## src/rtl/wta_pkg.sv

```systemverilog
package wta_pkg;

  // width of an index into n items (at least 1 bit)
  function automatic int idx_width(input int n);
    return (n > 1) ? $clog2(n) : 1;
  endfunction

  // width of a counter that must reach the value lim
  function automatic int cnt_width(input int lim);
    return $clog2(lim + 1);
  endfunction

endpackage

```

## src/rtl/wta_prio_enc.sv

```systemverilog
module wta_prio_enc #(
  parameter int N     = 100,
  parameter int IDX_W = 7
) (
  input  logic [N-1:0]     req,
  output logic             found,
  output logic [IDX_W-1:0] idx,
  output logic [N-1:0]     onehot
);

  // isolate the lowest set bit
  assign onehot = req & (~req + N'(1));
  assign found  = |req;

  always_comb begin
    idx = '0;
    for (int i = N - 1; i >= 0; i--) begin
      if (req[i]) idx = IDX_W'(i);
    end
  end

endmodule

```

## src/rtl/wta_refrac_cell.sv

```systemverilog
module wta_refrac_cell #(
  parameter int LIMIT = 10,
  parameter int CNT_W = 4
) (
  input  logic clk,
  input  logic rst,
  input  logic train_mode,
  input  logic accept,
  input  logic is_winner,
  output logic inhibit
);

  logic [CNT_W-1:0] cnt_q;
  logic [CNT_W-1:0] cnt_inc;
  logic             inh_q;

  // saturating increment of other-neuron firings
  assign cnt_inc = (cnt_q == CNT_W'(LIMIT)) ? cnt_q : cnt_q + CNT_W'(1);

  always_ff @(posedge clk) begin
    if (rst || !train_mode) begin
      cnt_q <= '0;
      inh_q <= 1'b0;
    end else if (accept) begin
      if (is_winner) begin
        cnt_q <= '0;
        inh_q <= 1'b1;
      end else begin
        cnt_q <= cnt_inc;
        inh_q <= inh_q && (cnt_inc < CNT_W'(LIMIT));
      end
    end
  end

  assign inhibit = inh_q;

endmodule

```

## src/rtl/wta_refrac_arbiter.sv

```systemverilog
module wta_refrac_arbiter #(
  parameter int N_NEURONS  = 100,
  parameter int REFRAC_CNT = 10,
  localparam int IDX_W = wta_pkg::idx_width(N_NEURONS),
  localparam int CNT_W = wta_pkg::cnt_width(REFRAC_CNT)
) (
  input  logic                 clk,
  input  logic                 rst,
  input  logic                 train_mode,
  input  logic [N_NEURONS-1:0] fire_req,
  output logic [N_NEURONS-1:0] nrn_reset,
  output logic [N_NEURONS-1:0] nrn_inhibit,
  output logic [IDX_W-1:0]     win_idx,
  output logic                 win_valid
);

  logic [N_NEURONS-1:0] inh_vec;
  logic [N_NEURONS-1:0] eligible;
  logic [N_NEURONS-1:0] win_oh;
  logic [IDX_W-1:0]     enc_idx;
  logic                 accept;

  logic [N_NEURONS-1:0] pulse_q;
  logic [IDX_W-1:0]     idx_q;
  logic                 valid_q;

  assign eligible = fire_req & ~(inh_vec & {N_NEURONS{train_mode}});

  wta_prio_enc #(.N(N_NEURONS), .IDX_W(IDX_W)) i_enc (
    .req    (eligible),
    .found  (accept),
    .idx    (enc_idx),
    .onehot (win_oh)
  );

  for (genvar g = 0; g < N_NEURONS; g++) begin : g_cell
    wta_refrac_cell #(.LIMIT(REFRAC_CNT), .CNT_W(CNT_W)) i_cell (
      .clk        (clk),
      .rst        (rst),
      .train_mode (train_mode),
      .accept     (accept),
      .is_winner  (win_oh[g]),
      .inhibit    (inh_vec[g])
    );
  end

  always_ff @(posedge clk) begin
    if (rst) begin
      valid_q <= 1'b0;
      idx_q   <= '0;
      pulse_q <= '0;
    end else begin
      valid_q <= accept;
      idx_q   <= accept ? enc_idx : '0;
      pulse_q <= accept ? ~win_oh : '0;
    end
  end

  assign nrn_reset   = pulse_q | inh_vec;
  assign nrn_inhibit = inh_vec;
  assign win_idx     = idx_q;
  assign win_valid   = valid_q;

endmodule

```

## config.mk

```make
export PLATFORM = sky130hd
export DESIGN_NAME = wta_refrac_arbiter
export DESIGN_NICKNAME = d
export VERILOG_FILES = /design/src/rtl/wta_pkg.sv /design/src/rtl/wta_prio_enc.sv /design/src/rtl/wta_refrac_cell.sv /design/src/rtl/wta_refrac_arbiter.sv
export SDC_FILE = /design/constraint.sdc
export NUM_CORES = 2
export LEC_CHECK = 0
export BUFFER_PORTS_ARGS = -buffer_cell sky130_fd_sc_hd__buf_4
export CAP_MARGIN = 20
export CELL_PAD_IN_SITES_DETAIL_PLACEMENT = 1
export CELL_PAD_IN_SITES_GLOBAL_PLACEMENT = 1
export CORE_ASPECT_RATIO = 1.2
export CORE_MARGIN = 2
export CORE_UTILIZATION = 49
export CTS_CLUSTER_SIZE = 14
export DETAILED_ROUTE_END_ITERATION = 10
export PLACE_DENSITY = 0.95
export SYNTH_ARGS = -nofsm -noshare
export SYNTH_HDL_FRONTEND = slang
export SYNTH_SLANG_ARGS = --single-unit
export TNS_END_PERCENT = 100
```

## constraint.sdc

```tcl
create_clock -name clk -period 5.51 [get_ports clk]
set_clock_uncertainty 0.1 [all_clocks]
set_input_delay 0.2755 -clock clk [delete_from_list [all_inputs] [get_ports clk]]
set_output_delay 0.2755 -clock clk [all_outputs]
set_load 0.01 [all_outputs]
```

== Yosys cells after proc, flatten, opt, wreduce, memory -nomap -nowiden ==
Index checks and enable logic that the tools add are counted.
Operators by class
  bitwise gates (word level): 8
  reduce and logical (&&, ||, !) cells: 111
  multiplexer cells: 399
  $lt $le $gt $ge: 100
  add/sub/neg operators: 101
  equality and inequality tests: 100
Operators with widths (number)
  $mux 4: 208
  $add 4x1->4 const B: 100
  $eq 4x4->1 const B: 100
  $lt 4x4->1 const B: 100
  $and 100x100->100: 3
  $not 100->100: 3
  $mux 7: 36
  $mux 6: 32
  $mux 1: 101
  $add 100x1->100 const B: 1
  $logic_and 1x1->1: 100
  $or 100x100->100: 1
  $reduce_or 100->1: 1
  $mux 5: 16
  $reduce_or 66->1: 1
  $reduce_or 34->1: 1
  $reduce_or 18->1: 1
  $mux 3: 4
  $reduce_or 10->1: 1
  $reduce_or 6->1: 1
  $mux 2: 2
  $reduce_or 4->1: 1
  $reduce_or 3->1: 1
  $reduce_or 2->1: 1
  other kinds (3): 3
Storage, ports and cells
  flip-flop bits (word level): 608
  input bits: 103
  logic and storage cells: 1028
  output and inout bits: 208

== Longest topological paths before layout ==
  word-level depth: 102
  mapped depth: 15
  depth with buffers taken out: 9

== By module ==
From an unflattened synthesis, not the netlist that was laid out.
Unflattened totals
  cells, all modules: 4376
  area, all modules: 36765.3 sq um
By module, submodules not included
  wta_refrac_cell (g_cell[0].i_cell ...): sequential area each 100.1 sq um, area an instance 295.3 sq um, times used 98, cells each 35
  wta_refrac_arbiter: sequential area each 2162.1 sq um, area an instance 4636.9 sq um, times used 1, cells each 450
  wta_prio_enc: sequential area each 0.0 sq um, area an instance 2592.5 sq um, times used 1, cells each 426
  wta_refrac_cell (g_cell[92].i_cell ...): sequential area each 100.1 sq um, area an instance 299.0 sq um, times used 2, cells each 35

== Least setup slack after synthesis ==
OpenSTA, ideal clock, no wires.
  kind: register -> register
  start point: register g_cell[1].i_cell.inh_q
  end point: register g_cell[92].i_cell.cnt_q[1]
  clock period less this slack: 2.721 ns
  setup slack: 2.789 ns
  cell stages (with the launch flop): 9
  library setup time: 0.133 ns
  data required time: 5.277 ns
  path buffers: 0
  data arrival time: 2.488 ns
  cell sequence: dfxtp_1 nand2b_1 o211ai_2 nor4_4 nand4_2 or3_4 or4_4 nand2_2 a211oi_1
Between the ends
  word-level cells in the longest chain between the ends: 7
  elaborated cells between the ends (all ways): 8
  classes of those cells: 1 x add/sub; 1 x mux; 5 x bitwise; 1 x reduce/logical
Ends and longest elaborated chain
  start: declaration: line wta_refrac_cell.sv:15  | logic inh_q;
  start signal: assignment: line wta_refrac_cell.sv:30  | inh_q <= inh_q && (cnt_inc < CNT_W'(LIMIT));
  $and 100x100->100 (*): line wta_refrac_arbiter.sv:27  | assign eligible = fire_req & ~(inh_vec & {N_NEURONS{train_mode}});
  $not 100->100 (*): line wta_refrac_arbiter.sv:27
  $and 100x100->100 (*): line wta_refrac_arbiter.sv:27
  $not 100->100: line wta_prio_enc.sv:12  | assign onehot = req & (~req + N'(1));
  $add 100x1->100: line wta_prio_enc.sv:12
  $and 100x100->100: line wta_prio_enc.sv:12
  $mux 4: line wta_refrac_cell.sv:25  | if (is_winner) begin
  end signal: assignment: line wta_refrac_cell.sv:29  | cnt_q <= cnt_inc;
  end: declaration: line wta_refrac_cell.sv:13  | logic [CNT_W-1:0] cnt_q;
Every way passes the cells marked *; elsewhere a longest branch is shown, timed or not.
A chain may end at the register's enable or synchronous reset.

== Worst setup path after layout ==
  start point: register g_cell[8].i_cell.inh_q
  end point: register idx_q[2] (netlist: win_idx[2])
Between the ends
  word-level cells in the longest chain between the ends: 8
  elaborated cells between the ends (all ways): 11
  classes of those cells: 5 x mux; 4 x bitwise; 2 x reduce/logical
Ends and longest elaborated chain
  start: declaration: line wta_refrac_cell.sv:15
  start signal: assignment: line wta_refrac_cell.sv:30
  $and 100x100->100 (*): line wta_refrac_arbiter.sv:27
  $not 100->100 (*): line wta_refrac_arbiter.sv:27
  $and 100x100->100 (*): line wta_refrac_arbiter.sv:27
  branches (longest 5 deep; another with $reduce_or 100->1)
  end signal: assignment: line wta_refrac_arbiter.sv:54  | idx_q <= accept ? enc_idx : '0;
  end: declaration: line wta_refrac_arbiter.sv:24  | logic [IDX_W-1:0] idx_q;
Every way passes the cells marked *.

==> flow_summary.yaml <==
yosys:
  synth_mux_area_share_pct: 1.86
  yosys_register_bits: 608
  synth_area_per_cell_um2: 7.92
  synth_commonest_cells: "nand2_1, dfxtp_1, nor2_1, xnor2_1, a21oi_1"
  synth_top_family_by_area: "simple AND/OR/NAND/NOR gates"
  synthAdderAreaFrac_pct: 7.26
  synth_edf_count: 0
  synthDistinctLibCells: 77
  synth_xor_area_share_pct: 6.97
  synth_most_common_cell: "nand2_1"
  synth_area_leaders: "dfxtp_1, ha_1, xnor2_1"
  yosys_most_used_dff: "dfxtp_1"
  netlist_area_mm2: 0.0344
  synth_nets: 4655
  synthSimpleGateAreaFrac_pct: 25.3
  yosysWarnings: 0
  synth_top_area_share_pct: 35.3
  synth_cells: 4352
  ys_seq_area_share_pct: 35.3
  yosysTopAreaCell: "dfxtp_1"
  synth_compound_area_share_pct: 17.6
  async_flop_share_pct: 0
critical_path:
  worstPathRequired_ns: 5.89
  cp-start-kind: "flop"
  cp.arrival_ns: 4.66
  path_class: "reg2reg"
  cp_max_fo: 40
  rrSetupSlack_ns: 1.23
  rr_startpoint: "g_cell[8].i_cell.inhibit$_SDFFE_PP0P_"
  critical_path.endpoint_type: "flop"
  r2r_cells: 10
  r2r_end: "win_idx[2]$_SDFF_PP0_"
  path_cells: "nand2b_1 -> o221ai_1 -> nor3_1 -> and4_1 -> nand4_4 -> nand2_2 -> inv_2 -> buf_4 -> nand2_1 -> a21oi_1"
  critical-path-max-stage-delay_ns: 0.77
  crit_path_top_delay_cell: "nor3_1"
  crit_start: "g_cell[8].i_cell.inhibit$_SDFFE_PP0P_"
hold_path:
  hold_path.class: "in2reg"
  min_path_cells: 3
  hold-path-endpoint: "pulse_q[56]$_SDFF_PP0_"
  min-delay-start: "fire_req[56]"
die:
  pin_count: 311
  start_util_pct: 49.5
  die_area_mm2: 0.0724
  rows: 106
  core_area_mm2: 0.0696
  die_y_um: 294
  die_w_um: 246
detailed_routing:
  wl_mm: 140
  vias: 35100
  route.detailed.drc: 0
  wl_per_cell_um: 25.4
  postRouteAntennaNets: 0
  viasPerCell: 6.34
  dr.first_iter.drc_count: 3102
  first_pass_iters: 6
timing:
  finalHoldViolations: 0
  final.setup.tns_ns: 0
  worst_pin_slew_ns: 1.50
  post-route-min-period_ns: 4.28
  finalMaxSlewViolations: 0
  fmax_ghz: 0.233
  rsz0062_at_grt: "no"
  period_share_pct: 77.7
  max_slew_margin_pct: 0.166
  setup_viol: 0
clocking:
  cts_tree: "yes"
  cts-root-buf: "clkbuf_16"
  htree_levels: 3
  worst_skew_pair.late_latency_ns: 0.64
  path_clk_slew_ns: 0.07
  clockBufferDepth: 3
  postCtsSetupBuffers: 0
  cts_made_buffers: 67
  cts_resized: 0
  cts_sinks: 608
global_route:
  grt_max_degree: 261
  grt_antenna_before_repair: 22
  grt_use_total_pct: 37.8
  grt_pass1_vias: 37100
  grt_first_pass_wirelength_mm: 214
  grt_remaining_overflow: 0
placed_design:
  numPortBuffers: 310
  gp_congestion: 1.01
  dp.cells: 5366
  dp_hpwl_mm: 92.3
layout:
  drive_gt1_share_pct: 13.0
  finalNonFillerCells: 5532
  fillers: 8411
  final_nets: 4845
  finish.utilization_pct: 56.5
  syn_to_final_growth_pct: 14.2
power:
  power_leakage_nw: 15.8
  peakVddDrop_v: 0.000225
  power.density_mw_per_mm2: 263
run_status:
  status: "finished, final reports clean"
job:
  max_cap_viol_count: 0
-- routing by layer --
metal  vias up  track usage [%]  wire, µm  share of wire (%)
met4        20             28.2     11800                8.4
met2      1887             63.0     65400                 47
li1      15400                -         -                  -
met1     17100             41.3     49900                 36
met5         -                0       138              0.098
met3       674             9.51     13100                9.3
-- per-stage QoR --
step / hold slack (ns) / worst slack [ns] / total power, mW / cell area (µm²)
3_3_place_gp: 0.388 / 1.08 / 5.56 / 36800
2_1_floorplan: 0.254 / 2.79 / 5.21 / 34400
3_5_place_dp: 0.402 / 1.09 / 5.61 / 36800
6_report: 0.00587 / 1.23 / 10.3 / 39300
4_1_cts: 0.00228 / 1.48 / 10.3 / 39300
5_1_grt: 0.0144 / 1.27 / 10.6 / 39300
-- cell usage in the layout, fill, tap and decap left out, types with 16 or more instances in the layout --
cell and n:
o21ai_0 235, clkbuf_8 16, buf_4 327, nor3_1 27
xnor2_1 272, diode_2 18, and3_1 21, dlygate4sd3_1 23
ha_1 200, inv_1 141, or2_2 105, nand3_1 210
nand4_1 34, nand2_1 627, a31oi_1 37, clkbuf_16 69
o221ai_1 24, or3_1 28, nand2b_1 114, a21oi_1 244
a211oi_1 106, nor2_1 567, and2_1 62, a21boi_0 34
mux2i_1 64, a311oi_1 33, dfxtp_1 608, o211ai_1 147
-- timing repair --
action / CTS / global route
hold endpoints to repair: 36 / 0
endpoints found under the setup margin: 0 / 0
hold buffers: 23 / 0
-- logic make-up after synthesis --
logic type / Yosys count
xor+xnor: 274
mux: 64
buf+inv: 380
simple gates: 1879
fa+ha+maj: 200
flops: 608
compound gates: 947
-- how the worst max path moves through the flow --
stage	endpoint	slack, ns	cells past startpoint
2_1_floorplan	g_cell[92].i_cell.cnt_q[1]$_SDFFE_PP0P_	2.79	8
3_3_place_gp	g_cell[44].i_cell.cnt_q[1]$_SDFFE_PP0P_	1.08	9
3_5_place_dp	g_cell[44].i_cell.cnt_q[2]$_SDFFE_PP0P_	1.09	9
4_1_cts	g_cell[44].i_cell.cnt_q[1]$_SDFFE_PP0P_	1.48	8
5_1_grt	g_cell[44].i_cell.cnt_q[1]$_SDFFE_PP0P_	1.27	8
6_report	win_idx[2]$_SDFF_PP0_	1.23	10
-- flip-flops by register name (all words and copies together), names as in the netlist --
| name | cells |
|---|---|
| g_cell.i_cell.cnt_q | 400 |
| win_valid | 1 |
| win_idx | 7 |
| pulse_q | 100 |
| g_cell.i_cell.inhibit | 100 |
-- worst max-delay path, delay by kind of cell (launching register included) --
family	cells	cell delay [ns]
flops	1	0.45
buf+inv	2	0.90
simple gates	6	2.23
compound gates	2	0.40
-- cell type report --
| cell class | count | area (µm²) | area share (%) |
|---|---|---|---|
| diodes | 18 | 45.0 | 0.115 |
| multi-input cells | 3364 | 20400 | 51.8 |
| inverters | 142 | 533 | 1.36 |
| clock inverters | 24 | 239 | 0.608 |
| repair buffers | 359 | 2830 | 7.19 |
| flip-flops and latches | 608 | 12200 | 31.0 |
| well taps | 918 | 1150 | 2.92 |
| clock buffers | 99 | 2000 | 5.08 |
-- report_power, final --
| part | internal (mW) | switching (mW) |
|---|---|---|
| combinational | 0.369 | 0.625 |
| clock | 2.68 | 2.04 |
| sequential | 4.51 | 0.104 |
Note: power is estimated with default switching activity, not from simulation.
